<file path="config.mk">
export PLATFORM = sky130hd
export DESIGN_NAME = dma_svc_seq
export DESIGN_NICKNAME = d
export VERILOG_FILES = /design/src/rtl/dsq_pkg.sv /design/src/rtl/dsq_arbiter.sv /design/src/rtl/dsq_chan_flags.sv /design/src/rtl/dsq_desc_calc.sv /design/src/rtl/dma_svc_seq.sv
export SDC_FILE = /design/constraint.sdc
export NUM_CORES = 1
export LEC_CHECK = 0
export CORE_UTILIZATION = 25
export DETAILED_ROUTE_END_ITERATION = 8
export PLACE_DENSITY = 0.45
export SYNTH_ARGS = -nofsm -noshare
export SYNTH_HDL_FRONTEND = slang
export SYNTH_HIERARCHICAL = 1
export SYNTH_SLANG_ARGS = --single-unit
</file>
<file path="constraint.sdc">
create_clock -name clk -period 6 [get_ports clk]
set_input_delay 1.2 -clock clk [delete_from_list [all_inputs] [get_ports clk]]
set_output_delay 1.2 -clock clk [all_outputs]
set_load 0.02 [all_outputs]
</file>
<file path="src/rtl/dsq_pkg.sv">
package dsq_pkg;

    typedef enum logic [3:0] {
        S_IDLE,
        S_FETCH_A,
        S_FETCH_B,
        S_CALC,
        S_ARM,
        S_READ,
        S_WRITE,
        S_LINK,
        S_WB_A,
        S_WB_B
    } svc_state_t;

    localparam logic [1:0] WORD_PART_A = 2'd0;
    localparam logic [1:0] WORD_PART_B = 2'd1;
    localparam logic [1:0] WORD_LINK   = 2'd3;

endpackage

</file>
<file path="src/rtl/dsq_arbiter.sv">
module dsq_arbiter #(
    parameter int NCH = 4,
    localparam int CW = $clog2(NCH)
) (
    input  logic [NCH-1:0] req,
    output logic [NCH-1:0] grant,
    output logic [CW-1:0]  win_idx,
    output logic           any_req
);

    logic [NCH:0] blocked;

    assign blocked[0] = 1'b0;

    for (genvar i = 0; i < NCH; i++) begin : g_prio
        assign grant[i]       = req[i] & ~blocked[i];
        assign blocked[i + 1] = blocked[i] | req[i];
    end

    assign any_req = blocked[NCH];

    always_comb begin
        win_idx = '0;
        for (int i = NCH - 1; i >= 0; i--) begin
            if (req[i]) begin
                win_idx = CW'(i);
            end
        end
    end

endmodule

</file>
<file path="src/rtl/dsq_chan_flags.sv">
module dsq_chan_flags #(
    parameter int NCH = 4
) (
    input  logic           clk,
    input  logic           rst_n,
    input  logic [NCH-1:0] hw_req,
    input  logic [NCH-1:0] en_set,
    input  logic [NCH-1:0] link_set,
    input  logic [NCH-1:0] grant_clr,
    input  logic [NCH-1:0] done_evt,
    output logic [NCH-1:0] pending,
    output logic [NCH-1:0] done
);

    logic [NCH-1:0] enable;

    for (genvar c = 0; c < NCH; c++) begin : g_chan
        always_ff @(posedge clk or negedge rst_n) begin
            if (!rst_n) begin
                pending[c] <= 1'b0;
                enable[c]  <= 1'b0;
                done[c]    <= 1'b0;
            end else begin
                pending[c] <= (pending[c] & ~grant_clr[c])
                            | (hw_req[c] & enable[c])
                            | link_set[c];
                if (en_set[c]) begin
                    enable[c] <= 1'b1;
                    done[c]   <= 1'b0;
                end else if (done_evt[c]) begin
                    enable[c] <= 1'b0;
                    done[c]   <= 1'b1;
                end
            end
        end

        // a latched request survives until its channel is granted
        a_r2_req_held: assert property (@(posedge clk) disable iff (!rst_n)
            pending[c] && !grant_clr[c] |=> pending[c]);

        // completion raises done and drops the enable
        a_r9_done_drops_enable: assert property (@(posedge clk) disable iff (!rst_n)
            done_evt[c] && !en_set[c] |=> done[c] && !enable[c]);

        // enable set clears done
        a_r3_enable_clears_done: assert property (@(posedge clk) disable iff (!rst_n)
            en_set[c] |=> !done[c] && enable[c]);
    end

endmodule

</file>
<file path="src/rtl/dsq_desc_calc.sv">
module dsq_desc_calc #(
    parameter int AW = 16,
    parameter int OW = 8
) (
    input  logic [AW-1:0] src,
    input  logic [AW-1:0] dst,
    input  logic [OW-1:0] step,
    input  logic [AW-1:0] cnt,
    output logic [AW-1:0] src_nx,
    output logic [AW-1:0] dst_nx,
    output logic [AW-1:0] cnt_nx,
    output logic          last
);

    logic [AW-1:0] step_ext;

    assign step_ext = {{(AW - OW){step[OW-1]}}, step};
    assign src_nx   = src + step_ext;
    assign dst_nx   = dst + step_ext;
    assign cnt_nx   = cnt - AW'(1);
    assign last     = (cnt_nx == '0);

endmodule

</file>
<file path="src/rtl/dma_svc_seq.sv">
module dma_svc_seq
    import dsq_pkg::*;
#(
    parameter int NCH = 4,
    parameter int AW  = 16,
    parameter int DW  = 32,
    parameter int OW  = 8,
    localparam int CW  = $clog2(NCH),
    localparam int ADW = CW + 2,
    localparam int DSW = 2 * AW
) (
    input  logic           clk,
    input  logic           rst_n,
    input  logic [NCH-1:0] hw_req,
    input  logic [NCH-1:0] en_set,
    output logic [NCH-1:0] done,
    output logic           desc_rd,
    output logic           desc_we,
    output logic [ADW-1:0] desc_addr,
    output logic [DSW-1:0] desc_wdata,
    input  logic [DSW-1:0] desc_rdata,
    output logic           bus_req,
    output logic           bus_we,
    output logic [AW-1:0]  bus_addr,
    output logic [DW-1:0]  bus_wdata,
    input  logic [DW-1:0]  bus_rdata,
    input  logic           bus_rdy
);

    svc_state_t state, state_nx;

    logic [NCH-1:0] pending, grant, grant_clr, link_set, done_evt;
    logic [CW-1:0]  win_idx, cur_ch;
    logic           any_req, arb_slot;

    logic [AW-1:0]  src_q, dst_q, cnt_q, src_nq, dst_nq, cnt_nq;
    logic [OW-1:0]  step_q;
    logic [DW-1:0]  data_q;
    logic           last_q;
    logic [AW-1:0]  src_c, dst_c, cnt_c;
    logic           last_c;
    logic [1:0]     word_sel;

    dsq_arbiter #(.NCH(NCH)) u_arb (
        .req     (pending),
        .grant   (grant),
        .win_idx (win_idx),
        .any_req (any_req)
    );

    dsq_chan_flags #(.NCH(NCH)) u_flags (
        .clk       (clk),
        .rst_n     (rst_n),
        .hw_req    (hw_req),
        .en_set    (en_set),
        .link_set  (link_set),
        .grant_clr (grant_clr),
        .done_evt  (done_evt),
        .pending   (pending),
        .done      (done)
    );

    dsq_desc_calc #(.AW(AW), .OW(OW)) u_calc (
        .src    (src_q),
        .dst    (dst_q),
        .step   (step_q),
        .cnt    (cnt_q),
        .src_nx (src_c),
        .dst_nx (dst_c),
        .cnt_nx (cnt_c),
        .last   (last_c)
    );

    // State register
    always_ff @(posedge clk or negedge rst_n) begin
        if (!rst_n) begin
            state <= S_IDLE;
        end else begin
            state <= state_nx;
        end
    end

    // Next-state logic
    always_comb begin
        state_nx = state;
        unique case (state)
            S_IDLE:    if (any_req) state_nx = S_FETCH_A;
            S_FETCH_A: state_nx = S_FETCH_B;
            S_FETCH_B: state_nx = S_CALC;
            S_CALC:    state_nx = S_ARM;
            S_ARM:     state_nx = S_READ;
            S_READ:    if (bus_rdy) state_nx = S_WRITE;
            S_WRITE:   if (bus_rdy) state_nx = S_LINK;
            S_LINK:    state_nx = S_WB_A;
            S_WB_A:    state_nx = S_WB_B;
            S_WB_B:    state_nx = any_req ? S_FETCH_A : S_IDLE;
            default:   state_nx = S_IDLE;
        endcase
    end

    // Outputs decoded from state
    always_comb begin
        desc_rd    = 1'b0;
        desc_we    = 1'b0;
        word_sel   = WORD_PART_A;
        desc_wdata = '0;
        bus_req    = 1'b0;
        bus_we     = 1'b0;
        bus_addr   = src_q;
        arb_slot   = 1'b0;
        link_set   = '0;
        done_evt   = '0;
        unique case (state)
            S_IDLE:    arb_slot = 1'b1;
            S_FETCH_A: begin
                desc_rd  = 1'b1;
                word_sel = WORD_PART_A;
            end
            S_FETCH_B: begin
                desc_rd  = 1'b1;
                word_sel = WORD_PART_B;
            end
            S_CALC, S_ARM: ;
            S_READ:    bus_req = 1'b1;
            S_WRITE: begin
                bus_req  = 1'b1;
                bus_we   = 1'b1;
                bus_addr = dst_q;
            end
            S_LINK: begin
                desc_rd  = 1'b1;
                word_sel = WORD_LINK;
                if (desc_rdata[DSW-1]) begin
                    link_set = NCH'(1) << desc_rdata[CW-1:0];
                end
            end
            S_WB_A: begin
                desc_we    = 1'b1;
                word_sel   = WORD_PART_A;
                desc_wdata = {src_nq, dst_nq};
            end
            S_WB_B: begin
                desc_we    = 1'b1;
                word_sel   = WORD_PART_B;
                desc_wdata = {step_q, {(AW - OW){1'b0}}, cnt_nq};
                arb_slot   = 1'b1;
                if (last_q) begin
                    done_evt = NCH'(1) << cur_ch;
                end
            end
            default: ;
        endcase
    end

    assign desc_addr = {cur_ch, word_sel};
    assign bus_wdata = data_q;
    assign grant_clr = arb_slot ? grant : '0;

    // Datapath registers
    always_ff @(posedge clk or negedge rst_n) begin
        if (!rst_n) begin
            cur_ch <= '0;
            src_q  <= '0;
            dst_q  <= '0;
            step_q <= '0;
            cnt_q  <= '0;
            src_nq <= '0;
            dst_nq <= '0;
            cnt_nq <= '0;
            last_q <= 1'b0;
            data_q <= '0;
        end else begin
            if (arb_slot && any_req) begin
                cur_ch <= win_idx;
            end
            if (state == S_FETCH_A) begin
                src_q <= desc_rdata[DSW-1:AW];
                dst_q <= desc_rdata[AW-1:0];
            end
            if (state == S_FETCH_B) begin
                step_q <= desc_rdata[DSW-1:DSW-OW];
                cnt_q  <= desc_rdata[AW-1:0];
            end
            if (state == S_CALC) begin
                src_nq <= src_c;
                dst_nq <= dst_c;
            end
            if (state == S_ARM) begin
                cnt_nq <= cnt_c;
                last_q <= last_c;
            end
            if (state == S_READ && bus_rdy) begin
                data_q <= bus_rdata;
            end
        end
    end

    // no bus or descriptor activity while idle
    a_r1_idle_quiet: assert property (@(posedge clk) disable iff (!rst_n)
        (state == S_IDLE) |-> !bus_req && !desc_rd && !desc_we);

    // at most one channel granted
    a_r2_onehot_grant: assert property (@(posedge clk) disable iff (!rst_n)
        $onehot0(grant_clr));

    // part A read is followed by part B read of the same channel
    a_r4_fetch_pair: assert property (@(posedge clk) disable iff (!rst_n)
        desc_rd && desc_addr[1:0] == WORD_PART_A |=>
        desc_rd && desc_addr[1:0] == WORD_PART_B && $stable(desc_addr[ADW-1:2]));

    // bus phase held while ready is low
    a_r6_bus_hold: assert property (@(posedge clk) disable iff (!rst_n)
        bus_req && !bus_rdy |=>
        bus_req && $stable(bus_we) && $stable(bus_addr) && $stable(bus_wdata));

    // the two write-backs are back to back for one channel
    a_r8_wb_pair: assert property (@(posedge clk) disable iff (!rst_n)
        desc_we && desc_addr[1:0] == WORD_PART_A |=>
        desc_we && desc_addr[1:0] == WORD_PART_B && $stable(desc_addr[ADW-1:2]));

    // a pending request is fetched right after the last write-back
    a_r10_overlap: assert property (@(posedge clk) disable iff (!rst_n)
        desc_we && desc_addr[1:0] == WORD_PART_B && (|pending) |=>
        desc_rd && desc_addr[1:0] == WORD_PART_A);

endmodule

</file>
# Word level (Yosys, flattened, before mapping)
# Cells that the tools add are included.
word_totals:
  output_inout_bits: 92
  register_bits: 155
  word_cells: 121
classes:
  n_addsub: 3
  n_mux: 38
  n_eq_ne: 12
  shifts: 2
  n_bitwise: 29
  n_reduce_logical: 14
op_table:
  columns: ["cell", "count"]
  rows:
  - ["$pmux 32 s2", 1]
  - ["$pmux 4 s10", 1]
  - ["$add 16x16->16", 2]
  - ["$mux 4", 8]
  - ["$mux 1", 22]
  - ["$eq 4x3->1 const B", 4]
  - ["$logic_not 16->1", 1]
  - ["$mux 16", 1]
  - ["$sub 16x1->16 const B", 1]
  - ["$and 1x1->1", 11]
  - ["$or 1x1->1", 11]
  - ["$eq 4x2->1 const B", 2]
  - ["$eq 4x4->1 const B", 2]
  - ["$mux 2", 4]
  - ["$reduce_bool 2->1", 4]
  - ["$reduce_or 2->1", 4]
  - ["$shl 1x2->4 const A", 2]
  - ["$not 1->1", 7]
  - ["$ne 2x2->1 const B", 3]
  - ["$eq 4x1->1 const B", 1]
  - ["$logic_not 4->1", 1]
  - ["$pmux 2 s2", 1]
  - ["$reduce_and 3->1", 1]
  - ["$reduce_or 3->1", 1]
  - ["$logic_and 1x1->1", 2]

# Logic depth before layout (Yosys ltp)
# Gate-level depths: netlist (run 1).
depth:
  depth_word: 9
  depth_mapped: 8
  ltp_nobuf: 8

# Cells and area by module
# Netlist (run 1), hierarchy kept.
modules_own_cells:
  columns: ["module", "cells_per_inst", "area_each_um2", "instances", "seq_area_each_um2"]
  rows:
  - ["dma_svc_seq", 405, 6095.8, 1, 3578.4]
  - ["dsq_desc_calc", 264, 1890.6, 1, 0.0]
  - ["dsq_chan_flags", 36, 430.4, 1, 300.3]
  - ["dsq_arbiter", 11, 61.3, 1, 0.0]

# Least setup slack after synthesis (run 1)
# No wires, ideal clock.
synth_timing:
  path_type: "reg2out"
  start: "register state[0]"
  end: "output port bus_addr[10]"
  path_slack_ns: 3.212
  t_arrival_ns: 1.588
  stages_incl_launch_ff: 6
  path_cell_list: "dfrtp_1 buf_4 nand2b_4 nor2_2 buf_4 mux2_2"
synth_between:
  elab_chain_cells: 2
synth_lines:
  columns: ["item", "line", "source"]
  rows:
  - ["start, declared", "dma_svc_seq.sv:30", "svc_state_t state, state_nx;"]
  - ["start signal, assigned", "dma_svc_seq.sv:79", "state <= state_nx;"]
  - ["$eq 4x3->1", "dma_svc_seq.sv:113", "unique case (state)"]
  - ["$mux 16", "dma_svc_seq.sv:113", null]
  - ["end, declared", "dma_svc_seq.sv:24", "output logic [AW-1:0] bus_addr,"]
# No other way between the ends.

# Worst setup path in the final report (run 1)
layout_timing:
  start: "register state[3]"
  end: "output port desc_wdata[28]"
layout_between:
  elab_chain_cells: 2
layout_lines:
  columns: ["item", "line", "source"]
  rows:
  - ["$eq 4x4->1", "dma_svc_seq.sv:113", null]
  - ["$pmux 32 s2 (*)", "dma_svc_seq.sv:113", null]
  - ["end, declared", "dma_svc_seq.sv:20", "output logic [DSW-1:0] desc_wdata,"]
# Every way passes the cells marked *; elsewhere a longest branch is shown, timed or not.

==> results of run 1 <==
routing by layer:
layer,vias to the layer above,global-route usage
met4,0,0.0459
met3,26,0.0255
met2,115,0.240
met1,3061,0.200
met5,-,0
li1,2941,-
power breakdown:
part / leakage [nW] / internal [mW] / switching [mW] / total, mW
logic: 2.41 / 1.89 / 1.87 / 3.76
registers: 1.84 / 1.55 / 0.548 / 2.09
clock network: 0.320 / 0.790 / 0.450 / 1.24
metrics by stage:
stage / instances / power (mW)
global route: 1342 / 7.62
global placement: 1310 / 5.89
floorplan: 716 / 4.60
CTS: 1342 / 7.17
detailed placement: 1310 / 5.88
finish: 1342 / 7.10
cells in the final DEF, fill, tap and decap left out, drive strengths merged, types with 3 or more instances in the layout:
cell           count
a21oi             24
nand2             27
a31oi              4
o221ai             4
buf               10
a221o              4
nand2b             7
xnor2             22
a211o              4
nor4               6
clkbuf            20
a211oi             7
o21a               4
nor2b              7
nor3              19
a22o              24
nor3b              3
a21o               9
bufinv             6
mux2             155
inv               26
o211ai             4
clkinv             4
xor2              17
and3               7
o21bai             6
clkdlybuf4s50    165
or3                4
dfrtp            155
nor2              37
o21ai             13
nand3             11
ha                32
and2              13
a2111oi            3
cells by family after synthesis:
group | share of synthesized area
AO/OA/AOI/OAI | 0.110
XOR/XNOR | 0.0403
adder cells (fa/ha/maj) | 0.0519
buffers and inverters | 0.0325
flip-flops | 0.457
multiplexers | 0.208
AND/OR/NAND/NOR | 0.100
flip-flops by register name, summed over array words and instances (netlist names):
signal,count
bus_wdata,32
cnt_nq,16
cnt_q,16
dst_nq,16
dst_q,16
src_nq,16
src_q,16
step_q,8
state,4
u_flags/done,4
u_flags/enable,4
u_flags/pending,4
cur_ch,2
last_q,1
path summary, 6_finish.rpt:
path	start	end	depth (start not counted)
min in group asynchronous	rst_n	bus_wdata[27]	1
max in group asynchronous	rst_n	src_nq[0]	2
worst min-delay path	u_flags/enable[1]	u_flags/enable[1]	1
worst max-delay path	state[3]	desc_wdata[28]	4
worst min register to register	u_flags/enable[1]	u_flags/enable[1]	1
worst max register to register	step_q[7]	src_nq[14]	7
worst max-delay path: stages (launching register included):
cell and delay [ns]:
dfrtp_1 0.68, nor4b_4 0.86, buf_4 0.41, a22o_1 0.19
clkdlybuf4s50_1 0.61
area by class of cell:
class | count | area, µm² | share of cell area
multi-input combinational | 506 | 4360 | 0.386
sequential | 155 | 3880 | 0.343
clock buffer | 20 | 447 | 0.0396
tap | 448 | 561 | 0.0496
timing repair buffer | 175 | 1730 | 0.153
clock inverter | 12 | 219 | 0.0194
inverter | 26 | 97.6 | 0.00864
==> results.toml, run 1 <==
[synth]
synth_area_leaders = "dfrtp_1 (46%), mux2_2 (20%), ha_1 (4.7%)"
synth_most_common_cell = "dfrtp_1"
avgSynthCellArea_um2 = 11.8
async_reset_ff_frac = 1.00
netlist_area_mm2 = 0.00848
yosysTopAreaCell = "dfrtp_1"
ys_seq_elements = 155
yosys-top-cells-count = "dfrtp_1 (155), mux2_2 (152), nor2_1 (36)"
syn-num-nets = 825
synth-edff-count = 0
syn_inst = 716
synth_ff_type = "dfrtp_1"
ys_warn_count = 6
synthDistinctLibCells = 69
synthDominantCellAreaShare = 0.457
yosysSeqAreaShare = 0.457

[sta]
finalSetupViolCount = 0
setup_ws_ns = 1.61
hold_violations = 0
fmax_ghz = 0.228
period_share = 0.732
skew_ns = 0.0128
slew_viol_final = 0
worst_pin_slew_ns = 0.948
rsz0062_at_grt = "false"
slew_headroom = 0.368
whs_ns = 0.496
period_needed_ns = 4.39
final.setup.tns_ns = 0

[die]
start_util = 0.253
pin_count = 167
core_area_mm2 = 0.0334
die_w_um = 186
num_rows = 67
dieArea_mm2 = 0.0347
die_y_um = 186

[route]
wire_per_inst_um = 18.6
wl_met2_um = 12100
via_per_inst = 4.58
num_vias = 6143
highest_layer = "met4"
firstDrtPassIters = 4
finalWirelength_um = 24900
drt_iter0_markers = 265
ant_nets = 0
wl_met3_um = 818
drc = 0
drt-met1-wl_um = 11600

[place]
gp_congestion = 0.822
dpl.hpwl_um = 18600
pre_cts_ws_ns = 2.06
place_area_mm2 = 0.0106
port_buffers = 166

[clock_tree]
cts_tree = "built"
clkTransAtPathRegs_ns = 0.07
hold_buffers = 0
cts_setup_buffers = 0
clkLatencyLatePin_ns = 0.43
cts_root_buf = "clkbuf_16"
clk_path_buf_depth = 2
cts.sinks = 155
cts_resized = 0
cts_buffers = 17
htreeDepth = 4

[critical_path]
start_kind = "flop"
crit_type = "flop to output port"
critical_path_arrival_ns = 3.19
r2r_slack_ns = 2.99
worstPathRequired_ns = 4.80
crit_path_max_fanout = 18
end_kind = "output port"

[final_layout]
nNetsFinal = 990
diodes = 0
design_area_mm2 = 0.0113
drive_gt1_frac = 0.237
fill_cells = 3362
area.growth.synth_to_final_pct = 33.2
final_util = 0.338

[global_routing]
grt_pass1_wl_um = 38100
antenna_found_initial = 0
grt_pass1_vias = 6236
grt_start_max_net_pins = 97
grt_overflow = 0
grt_usage = 0.148

[run_status]
status = "completed"

[run]
cap_viol_max_count = 0

[pwr]
peakVddDrop_mv = 0.258
leakage_nw = 4.56
p_per_area_mw_per_mm2 = 628

[min_path]
hp-class = "flop to flop"
No activity file was read; power rests on OpenSTA's default activity.
==> inputs of run 2 (changes only) <==
--- a/config.mk
+++ b/config.mk
@@ -7,7 +7,7 @@
 export LEC_CHECK = 0
 export CORE_UTILIZATION = 25
 export DETAILED_ROUTE_END_ITERATION = 8
-export PLACE_DENSITY = 0.45
+export PLACE_DENSITY = 0.46
 export SYNTH_ARGS = -nofsm -noshare
 export SYNTH_HDL_FRONTEND = slang
 export SYNTH_HIERARCHICAL = 1
==> constraint.sdc (replaced) <==
create_clock -name clk -period 3.8 [get_ports clk]
set_input_delay 0.76 -clock clk [delete_from_list [all_inputs] [get_ports clk]]
set_output_delay 0.76 -clock clk [all_outputs]
set_load 0.02 [all_outputs]
==> run 2 against run 1 <==
- wire length about the same
- critical path depth is 1 higher
- final cell count barely moved
- worst hold slack lost 0.18 ns
- total power is 54% higher
- sequential share of layout area is 0.19 points higher
- clock-buffer cell count fell by 3
- core utilization down 0.19 points
- sequential power up 58%
- global-route usage hardly changed
- combinational power up 57%
- largest cell class unchanged
- largest power group unchanged
==> results.toml, run 2 (same netlist as run 1, synthesis figures left out) <==
[run_status]
status = "completed"

[critical_path]
worst_path_largest_cell_delay_ns = 0.76
cp-startpoint = "state[2]"
crit_type = "flop to output port"
path_cells = "nand2b_1 > nor2_2 > buf_4 > mux2_2 > clkdlybuf4s50_1"
cp.buffers_inverters = 2
start_kind = "flop"
critical_path_arrival_ns = 2.85
r2r-start = "step_q[7]"
worstPathRequired_ns = 3.04
worst_path_max_delay_cell = "dfrtp_1"
path_delay_family = "buffers and inverters"
end_kind = "output port"
crit_path_max_fanout = 17

[clock_tree]
cts_tree = "built"
cts.sinks = 155
cts_buffers = 17
cts_resized = 0
hold_buffers = 0
cts_setup_buffers = 0
clkLatencyLatePin_ns = 0.44
cts_root_buf = "clkbuf_16"
clkTransAtPathRegs_ns = 0.07
clk_path_buf_depth = 2
htreeDepth = 4

[route]
drc = 0
via_per_inst = 4.64
num_vias = 6236
drt_iter0_markers = 234
firstDrtPassIters = 4
wire_per_inst_um = 18.6
ant_nets = 0
finalWirelength_um = 24900

[final_layout]
nNetsFinal = 991
layout_commonest_cell = "clkdlybuf4s50_1"
drive_gt1_frac = 0.240
diodes = 0
largest_reg_flops = 32
design_area_mm2 = 0.0112
fin_cells = 1343
area.growth.synth_to_final_pct = 32.5
final_util = 0.336
mostFrequentLayoutCells = "clkdlybuf4s50_1 (165), dfrtp_1 (155), mux2_2 (152)"

[die]
pin_count = 167
dieArea_mm2 = 0.0347
die_w_um = 186
num_rows = 67
die_y_um = 186
start_util = 0.253
core_area_mm2 = 0.0334

[pwr]
p_per_area_mw_per_mm2 = 974
peakVddDrop_mv = 0.428
total_power_mw = 10.9
p_int_mw = 6.36
seqPwrFrac = 0.302
pwr-share-comb = 0.541
sw_frac_of_total = 0.418
p_switching_mw = 4.57
clock_power_share = 0.158
leakage_nw = 4.54

[sta]
final.setup.tns_ns = 0
slew_headroom = 0.366
whs_ns = 0.316
worst_pin_slew_ns = 0.948
finalSetupViolCount = 0
slew_viol_final = 0
hold_violations = 0
fmax_ghz = 0.277
rsz0062_at_grt = "false"
period_needed_ns = 3.61
setup_ws_ns = 0.194
skew_ns = 0.0181
period_share = 0.949

[global_routing]
grt_start_max_net_pins = 71
grt_usage = 0.148
grt_overflow = 0
antenna_found_initial = 0
grt_pass1_wl_um = 38200
grt_pass1_vias = 6431

[place]
gp_congestion = 0.785
pre_cts_ws_ns = 0.637
place_area_mm2 = 0.0106
port_buffers = 166
dpl.hpwl_um = 18500
place_inst = 1311

[run]
cap_viol_max_count = 0

[min_path]
hp-class = "input port to async pin"
-- run 2: layout make-up --
class | count | area, µm²
clock buffer | 17 | 425
clock inverter | 15 | 158
fill | 3333 | 22200
inverter | 26 | 97.6
multi-input combinational | 506 | 4360
sequential | 155 | 3880
tap | 448 | 561
timing repair buffer | 176 | 1750
-- run 2: final timing paths --
check / depth (start not counted) / slack [ns] / to
max: 5 / 0.19 / bus_addr[10]
min: 1 / 0.32 / src_q[11]
max reg2reg: 7 / 0.97 / src_nq[14]
min reg2reg: 1 / 0.49 / src_nq[0]
max in group asynchronous: 2 / 2.66 / u_flags/done[2]
min in group clk: 1 / 0.49 / src_nq[0]
-- run 2: metal layers --
layer / share of wire / wire (µm) / up-vias / GRT usage
met2: 0.48 / 11900 / 118 / 0.240
met1: 0.46 / 11600 / 3128 / 0.196
met5: 0 / 0 / - / 0
met4: 0.027 / 677 / 0 / 0.0597
met3: 0.030 / 744 / 29 / 0.0245
li1: - / - / 2961 / -
-- run 2: power groups by stage --
stage / sequential, mW / clock [mW] / combinational, mW
4_1_cts: 3.32 / 1.79 / 5.95
3_3_place_gp: 3.33 / 0 / 5.89
6_report: 3.30 / 1.72 / 5.91
3_5_place_dp: 3.35 / 0 / 5.90
5_1_grt: 3.43 / 1.85 / 6.50
2_1_floorplan: 3.13 / 0 / 4.14
==> inputs of run 3 (changes only) <==
--- a/config.mk
+++ b/config.mk
@@ -5,6 +5,7 @@
 export SDC_FILE = /design/constraint.sdc
 export NUM_CORES = 1
 export LEC_CHECK = 0
+export CORE_MARGIN = 2
 export CORE_UTILIZATION = 25
 export DETAILED_ROUTE_END_ITERATION = 8
 export PLACE_DENSITY = 0.46
==> run 3 against run 2 <==
- total power grew 0.49%
- worst setup slack gained 0.096 ns
- clock-buffer cell count is 3 higher
- worst hold slack improved by 0.066 ns
- flip-flop and latch count unchanged
- die area is 2.2% higher
- register-to-register slack gained 0.12 ns
- clock skew shrank 0.0059 ns
- largest cell class unchanged
- design area barely moved
- sequential share of layout area hardly changed
==> results.toml, run 3 (same netlist as run 1, synthesis figures left out) <==
[run_status]
status = "completed"

[global_routing]
grt_pass1_wl_um = 38700
grt_start_max_net_pins = 92
antenna_found_initial = 0
grt_pass1_vias = 6394
grt_overflow = 0
grt_usage = 0.145

[final_layout]
drive_gt1_frac = 0.239
fill_cells = 3334
area.growth.synth_to_final_pct = 32.5
diodes = 0
nNetsFinal = 994
largest_reg_flops = 32
layout_commonest_cell = "clkdlybuf4s50_1"
fin_cells = 1346
design_area_mm2 = 0.0112
mostFrequentLayoutCells = "clkdlybuf4s50_1 (165), dfrtp_1 (155), mux2_2 (152)"

[min_path]
hp-class = "input port to async pin"

[clock_tree]
cts_buffers = 17
cts.sinks = 155
clkTransAtPathRegs_ns = 0.07
clkLatencyLatePin_ns = 0.44
hold_buffers = 0
clk_path_buf_depth = 2
cts_setup_buffers = 0
cts_resized = 0
htreeDepth = 4
cts_root_buf = "clkbuf_16"
cts_tree = "built"

[die]
dieArea_mm2 = 0.0354
core_area_mm2 = 0.0334
start_util = 0.253
pin_count = 167
die_w_um = 188
die_y_um = 188
num_rows = 67

[critical_path]
worstPathRequired_ns = 3.04
end_kind = "output port"
path_common_cell = "buf_4"
worst_path_max_delay_cell = "clkdlybuf4s50_1"
path_delay_family = "buffers and inverters"
worst_path_largest_cell_delay_ns = 0.55
crit_type = "flop to output port"
path_cells = "buf_4 > nand2b_1 > nor2_2 > buf_4 > mux2_2 > clkdlybuf4s50_1"
cp.buffers_inverters = 3
crit_path_max_fanout = 17
critical_path_arrival_ns = 2.75
start_kind = "flop"

[sta]
hold_violations = 0
slew_viol_final = 0
final.setup.tns_ns = 0
worst_pin_slew_ns = 0.890
rsz0062_at_grt = "false"
fmax_ghz = 0.285
setup_ws_ns = 0.291
slew_headroom = 0.405
period_needed_ns = 3.51
skew_ns = 0.0122
period_share = 0.923
finalSetupViolCount = 0

[place]
port_buffers = 166
gp_congestion = 0.840
place_inst = 1314
dpl.hpwl_um = 19000
pre_cts_ws_ns = 0.782
place_area_mm2 = 0.0107

[pwr]
peakVddDrop_mv = 0.448
leakage_nw = 4.53
p_per_area_mw_per_mm2 = 978

[route]
via_per_inst = 4.64
firstDrtPassIters = 4
drc = 0
num_vias = 6243
drt_iter0_markers = 265
wire_per_inst_um = 18.8
ant_nets = 0
finalWirelength_um = 25300

[run]
cap_viol_max_count = 0
-- run 3: metrics by stage --
stage | power, mW | utilization | hold WS, ns
after floorplan | 7.27 | - | 0.449
after global placement | 9.27 | 0.319 | 0.470
after detailed placement | 9.30 | 0.319 | 0.471
after CTS | 11.1 | 0.336 | 0.444
after global routing | 11.8 | 0.336 | 0.448
final | 11.0 | 0.336 | 0.382
-- run 3: worst paths after layout --
path | from | slack, ns | end | cells past startpoint
max | state[2] | 0.29 | bus_addr[12] | 6
min | rst_n | 0.38 | src_q[13] | 1
max reg2reg | step_q[0] | 1.09 | src_nq[14] | 8
min reg2reg | src_nq[0] | 0.48 | src_nq[0] | 1
max in group asynchronous | rst_n | 2.55 | cnt_q[0] | 2
min in group clk | src_nq[0] | 0.48 | src_nq[0] | 1
-- run 3: final cells by class --
cell class | count | area [µm²] | area share
inverter | 26 | 97.6 | 0.00869
multi-input combinational | 506 | 4360 | 0.388
clock buffer | 20 | 437 | 0.0389
sequential | 155 | 3880 | 0.345
tap | 448 | 561 | 0.0499
timing repair buffer | 179 | 1760 | 0.157
clock inverter | 12 | 143 | 0.0127
-- run 3: routing by layer --
metal  global-route usage  up-vias  share of wire
met3               0.0238       26          0.030
met5                    0        -              0
met4               0.0554        0          0.023
met2                0.237      121           0.48
li1                     -     2966              -
met1                0.192     3130           0.46
-- run 3: report_power, final --
part           leakage [nW]  internal (mW)  switching [mW]
Combinational          2.43           3.00            2.98
Sequential             1.84           2.44           0.849
Clock                 0.267          0.975           0.744
